==> src/rtl/can_err_capture.sv <==
module can_err_capture #(
  parameter int WARN_LVL = 96,
  parameter int PASS_LVL = 128
) (
  input  logic       clk,
  input  logic       rst_n,
  input  logic       ev_bus_lock,
  input  logic       ev_overload,
  input  logic       ev_overrun,
  input  logic       ev_bo_recover,
  input  logic       ev_bus_err,
  input  logic [6:0] err_kind,
  input  logic       tec_we,
  input  logic [8:0] tec_in,
  input  logic       rec_we,
  input  logic [7:0] rec_in,
  input  logic       wr_en,
  input  logic [1:0] wr_addr,
  input  logic [7:0] wr_data,
  output logic [7:0] flag_q,
  output logic [7:0] flag_en_q,
  output logic [7:0] code_q,
  output logic [7:0] irq_en_q,
  output logic [7:0] tec_q,
  output logic [7:0] rec_q,
  output logic       irq_stat,
  output logic       irq
);

  logic [8:0] tec_r, tec_nxt;
  logic [7:0] rec_r, rec_nxt;
  logic       warn_now, warn_nxt, pass_now, pass_nxt;
  logic [7:0] flag_set, flag_keep;
  logic [6:0] code_keep;

  assign tec_nxt  = tec_we ? tec_in : tec_r;
  assign rec_nxt  = rec_we ? rec_in : rec_r;
  assign warn_now = (tec_r >= 9'(WARN_LVL))   || (rec_r >= 8'(WARN_LVL));
  assign warn_nxt = (tec_nxt >= 9'(WARN_LVL)) || (rec_nxt >= 8'(WARN_LVL));
  assign pass_now = (tec_r >= 9'(PASS_LVL))   || (rec_r >= 8'(PASS_LVL));
  assign pass_nxt = (tec_nxt >= 9'(PASS_LVL)) || (rec_nxt >= 8'(PASS_LVL));

  assign flag_set = {ev_bus_lock, ev_overload, ev_overrun, ev_bo_recover,
                     tec_nxt[8] & ~tec_r[8],
                     pass_nxt & ~pass_now,
                     warn_nxt & ~warn_now,
                     ev_bus_err};

  assign flag_keep = (wr_en && wr_addr == 2'd0) ? wr_data : 8'hFF;
  assign code_keep = (wr_en && wr_addr == 2'd2) ? wr_data[6:0] : 7'h7F;

  always_ff @(posedge clk) begin
    if (!rst_n) begin
      tec_r     <= '0;
      rec_r     <= '0;
      flag_q    <= '0;
      flag_en_q <= '0;
      code_q    <= '0;
      irq_en_q  <= '0;
    end else begin
      tec_r  <= tec_nxt;
      rec_r  <= rec_nxt;
      flag_q <= (flag_q & flag_keep) | flag_set;
      if (wr_en && wr_addr == 2'd1) flag_en_q <= wr_data;
      if (wr_en && wr_addr == 2'd3) irq_en_q  <= wr_data;
      if (wr_en && wr_addr == 2'd2) code_q[7] <= wr_data[7];
      if (ev_bus_err && !code_q[7])
        code_q[6:0] <= err_kind;
      else if (ev_bus_err)
        code_q[6:0] <= (code_q[6:0] & code_keep) | err_kind;
      else
        code_q[6:0] <= code_q[6:0] & code_keep;
    end
  end

  assign tec_q    = tec_r[8] ? 8'hFF : tec_r[7:0];
  assign rec_q    = rec_r;
  assign irq_stat = |(flag_q & flag_en_q);
  assign irq      = irq_stat & irq_en_q[5];

  a_r2_lock_sets: assert property (@(posedge clk) disable iff (!rst_n)
    ev_bus_lock |=> flag_q[7]);
  a_r2_overrun_sets: assert property (@(posedge clk) disable iff (!rst_n)
    ev_overrun |=> flag_q[5]);
  a_r4_set_beats_clear: assert property (@(posedge clk) disable iff (!rst_n)
    (ev_bus_err && wr_en && wr_addr == 2'd0 && !wr_data[0]) |=> flag_q[0]);
  a_r3_sticky_flag: assert property (@(posedge clk) disable iff (!rst_n)
    (flag_q[6] && !(wr_en && wr_addr == 2'd0)) |=> flag_q[6]);
  a_r8_latest_code: assert property (@(posedge clk) disable iff (!rst_n)
    (ev_bus_err && !code_q[7] && !(wr_en && wr_addr == 2'd2)) |=> code_q[6:0] == $past(err_kind));
  a_r9_accum_keeps: assert property (@(posedge clk) disable iff (!rst_n)
    (ev_bus_err && code_q[7] && !(wr_en && wr_addr == 2'd2)) |=> (code_q[6:0] & $past(code_q[6:0])) == $past(code_q[6:0]));
  a_r10_irq_gated: assert property (@(posedge clk) disable iff (!rst_n)
    irq |-> (irq_en_q[5] && (flag_q & flag_en_q) != 8'h00));
  a_r7_bus_off: assert property (@(posedge clk) disable iff (!rst_n)
    (tec_we && tec_in[8] && tec_q != 8'hFF) |=> (flag_q[3] && tec_q == 8'hFF));

endmodule

==> config.mk <==
export PLATFORM = sky130hd
export DESIGN_NAME = can_err_capture
export DESIGN_NICKNAME = d
export VERILOG_FILES = /design/src/rtl/can_err_capture.sv
export SDC_FILE = /design/constraint.sdc
export NUM_CORES = 1
export LEC_CHECK = 0
export BUFFER_PORTS_ARGS = -buffer_cell sky130_fd_sc_hd__buf_2
export CORE_ASPECT_RATIO = 0.75
export CORE_MARGIN = 1
export CORE_UTILIZATION = 46
export DETAILED_ROUTE_END_ITERATION = 10
export PLACE_DENSITY = 0.9
export SLEW_MARGIN = 40
export SYNTH_ARGS = -nofsm -noshare
export SYNTH_HDL_FRONTEND = slang
export SYNTH_SLANG_ARGS = --single-unit
==> constraint.sdc <==
create_clock -name clk -period 1.6 [get_ports clk]
set_clock_uncertainty 0.05 [all_clocks]
set_input_delay 0.24 -clock clk [delete_from_list [all_inputs] [get_ports clk]]
set_output_delay 0.24 -clock clk [all_outputs]
set_load 0.005 [all_outputs]
* Word-level counts from Yosys, hierarchy flattened *
Cells that the tools add are included.

storage, ports and cells
  flip-flop bits (word level) = 49
  bits in latches = 0
  bits in writable memories = 0
  ROM bits = 0
  bits of input ports = 44
  output and inout bits = 50
  logic and storage cells = 49
  memories = 0

cells by class
  $add $sub $neg = 0
  multipliers = 0
  div/mod/pow operators = 0
  magnitude comparators = 8
  equal/unequal tests = 3
  shifts and indexed selects = 0
  muxes and demuxes = 7
  bitwise operators = 12
  reductions and logical operators = 12

operators by type and width
  cell                  number
  $mux W8               3
  $mux W7               3
  $ge A9 B7 Y1 const B  2
  $ge A9 B8 Y1 const B  2
  $and A8 B8 Y8         2
  $ge A8 B7 Y1 const B  2
  $ge A8 B8 Y1 const B  2
  $mux W9               1
  $or A8 B8 Y8          1
  $reduce_or A8 Y1      1
  $and A7 B7 Y7         1
  $or A7 B7 Y7          1
  $logic_and A1 B1 Y1   5
  $and A1 B1 Y1         4
  $eq A2 B2 Y1 const B  2
  $logic_or A1 B1 Y1    4
  $not A1 Y1            3
  $eq A2 B1 Y1 const B  1
  $logic_not A2 Y1      1
  $logic_not A1 Y1      1

* Longest topological paths before layout *
  depth after elaboration = 7
  gate-level depth with buffers = 5
  depth with buffers taken out = 4

* Worst setup path after synthesis *
OpenSTA, ideal clock, no wires.

  kind = input -> register
  start = in rec_we
  end = reg flag_q[1]
  library setup time = 122 ps
  arrival time = 1059 ps
  data required time = 1428 ps
  path slack = 368 ps
  stages on the path = 5
  path buffers = 1
  path through = buf_2 > mux2i_1 > o21ai_0 > nor3_1 > o21ai_1

on the way
  longest elaborated chain between the ends = 5

ends and longest elaborated chain
  what                  RTL line  text
  from (decl)           15        input logic rec_we,
  $mux W8               37        assign rec_nxt = rec_we ? rec_in : rec_r;
  $ge A8 B7 Y1          39        assign warn_nxt = (tec_nxt >= 9'(WARN_LVL)) || (rec_nxt >= 8'(WARN_LVL));
  $logic_or A1 B1 Y1    39
  $and A1 B1 Y1         46        warn_nxt & ~warn_now,
  $or A8 B8 Y8          63        flag_q <= (flag_q & flag_keep) | flag_set;
  to (signal assigned)  63
  to (decl)             20        output logic [7:0] flag_q,

Every way passes these cells.
A chain may end at the register's enable or synchronous reset.

* Worst setup path in the final report *
  start = reg flag_en_q[4]
  end = out irq

on the way
  longest elaborated chain between the ends = 3

ends and longest elaborated chain
  what                    RTL line  text
  from (decl)             21        output logic [7:0] flag_en_q,
  from (signal assigned)  64        if (wr_en && wr_addr == 2'd1) flag_en_q <= wr_data;
  $and A8 B8 Y8           78        assign irq_stat = |(flag_q & flag_en_q);
  $reduce_or A8 Y1        78
  $and A1 B1 Y1           79        assign irq = irq_stat & irq_en_q[5];
  to (decl)               27        output logic irq

Every way passes these cells.

==> results.cfg <==
[status]
status = finished clean

[synthesis]
yosys-top-cells-area = dfxtp_1 (49%), mux2i_1 (16%), nor2b_1 (10%)
synth_most_common_cell = dfxtp_1
ys_warn_count = 0
ys_types = 24
synth_area_per_cell_um2 = 10.2
synthFlopType = dfxtp_1
yosys-top-cells-count = dfxtp_1 (49), mux2i_1 (33), nor2b_1 (33), nand2_1 (11), o21a_1 (10)
synth_cells = 199
synthArstFlopShare_pct = 0
synth_top_area_share_pct = 48.5
yosysSeqAreaShare_pct = 48.5
synth_area_um2 = 2020
synth_largest_area_cell = dfxtp_1
ys_ff_latch = 49
syn-num-nets = 243
synth_edf_count = 0

[cts]
cts_made_buffers = 5
clockBufferDepth = 2
cts_sinks = 49
root_buffer = clkbuf_8
clkTransAtPathRegs_ns = 0.09
insertion_delay_ns = 0.29
htree_num_levels = 2
tritoncts = yes
ctsHoldBuffers = 0

[worst_setup_path]
crit_type = flop to output port
path_buf_inv = 1
r2r_slack_ns = 0.34
slowest_stage = dfxtp_2
cp_slowest_stage_delay_ns = 0.33
path_cells = a22oi_2, nand4_1, and2_1, buf_2
crit_start = flag_en_q[4]
cp-start-kind = flop
cp.arrival_ns = 1.26
cp_data_required_time_ns = 1.31
r2r-start = tec_r[8]
critPathMaxFanout = 3
worstSetupEndpointType = output port
crit_family = flip-flops

[global_routing]
grt_pass1_wl_um = 7200
overflow = 0
antenna_found_initial = 0
grt_pass1_vias = 1596
grt_use_total_pct = 20.4
grt_max_degree = 22

[timing]
period_share_pct = 97.2
min_period_ns = 1.55
slew_viol_final = 0
fmax_ghz = 0.643
worst_pin_slew_ns = 0.604
final-setup-viol-count = 0
slew_headroom_pct = 59.6
fin_tns_setup_ns = 0
hold_viol = 0
rsz0062_at_grt = true

[job]
drv_cap = 0

[pwr]
p_leak_nw = 1.36
power_density_nw_per_um2 = 965
ir_worst_vdd_uv = 526

[floorplanning]
ios = 94
dieHeight_um = 59.4
die_w_um = 78.5
initial_core_util_pct = 48.9
num_rows = 20
fp.dieArea_um2 = 4660
fp.coreArea_um2 = 4130

[route]
drc_errors = 0
antenna_left = 0
viasPerCell = 5.04
drt-total-wl_um = 4650
dr.first_iter.drc_count = 74
vias = 1758
detail_route.first_pass.iterations = 4
routedWlPerCell_um = 13.3

[finish]
stdcell_area_um2 = 2670
fin_util_pct = 64.8
area_delta_synth_final_pct = 32.3
nNetsFinal = 337
diodes = 0
drive_gt1_share_pct = 39.1
instances_no_fill = 349
fillers = 363

[placed_design]
dpl.cell_count = 341
place_area_um2 = 2550
port_buffers = 93
dp_hpwl_um = 3520
place_congestion = 0.799

[min_path]
hp-start = ev_overload
hold_class = input port to flop
registers in the layout, summed over array words and instances, names as in the netlist:
register	count
flag_q	8
rec_q	8
flag_en_q	8
code_q	8
irq_en_q	8
tec_r	9
path summary, 6_finish.rpt:
check              end  depth (start not counted)
max reg2reg  flag_q[1]                          4
max                irq                          4
min reg2reg  code_q[2]                          2
min          flag_q[6]                          2
layout by cell type, fill, tap and decap left out:
cell type	instances
bufinv_16	1
dfxtp_2	1
a21boi_1	3
buf_2	93
nand3_1	3
o21ai_1	4
or2_1	1
nand2_1	11
a21boi_0	6
or2_2	7
dfxtp_1	48
or3b_1	1
o21a_1	10
nand2b_1	2
nand4_1	2
nand3b_1	2
buf_4	5
and2_1	2
mux2i_1	33
clkbuf_8	6
o211ai_1	8
o21ai_0	3
a22oi_2	2
nor2b_1	33
clkbuf_1	1
nor2_1	1
a22oi_1	2
nor3_1	2
nor3b_1	1
through the flow:
step                      setup WS [ns]  total power [mW]  hold slack [ns]
final                            0.0453              2.58            0.108
after CTS                      0.000183              2.60            0.100
after floorplan                   0.368              1.54            0.314
after global routing            -0.0270              2.72           0.0916
after detailed placement          0.154              1.72            0.410
after global placement            0.173              1.71            0.399
layer usage:
metal / vias to the layer above / GRT usage (%) / wire length [um]
met5: - / 0 / 0
met4: 0 / 8.73 / 51
met3: 7 / 5.38 / 269
met2: 60 / 31.7 / 2040
met1: 813 / 27.0 / 2290
li1: 878 / - / -
report_power, final:
part | internal [mW] | switching [mW] | total [mW]
combinational | 0.195 | 0.165 | 0.359
sequential | 1.29 | 0.0480 | 1.33
clock | 0.509 | 0.376 | 0.886
total | 1.99 | 0.589 | 2.58
final cells by class:
class	count	area, um^2	share of cell area (%)
clock buffer	7	86.3	3.23
sequential	49	982	36.7
tap	55	68.8	2.57
clock inverter	1	30.0	1.12
timing repair buffer	98	503	18.8
multi-input combinational	139	1000	37.5
cell families (layout without fill, tap and decap cells):
group,Yosys count,in the layout,share of synthesized area [%]
flops,49,49,48.5
buf+inv,11,106,2.29
mux,33,33,16.3
simple gates,68,68,19.6
compound gates,38,38,13.3
repair_timing:
action / in CTS / in global routing
setup endpoints to repair: 1 / 1
gates cloned: 0 / 0
pin swaps: 0 / 3
setup buffers: 0 / 0
gates resized for setup: 1 / 2
Note: power is estimated with default switching activity, not from simulation.
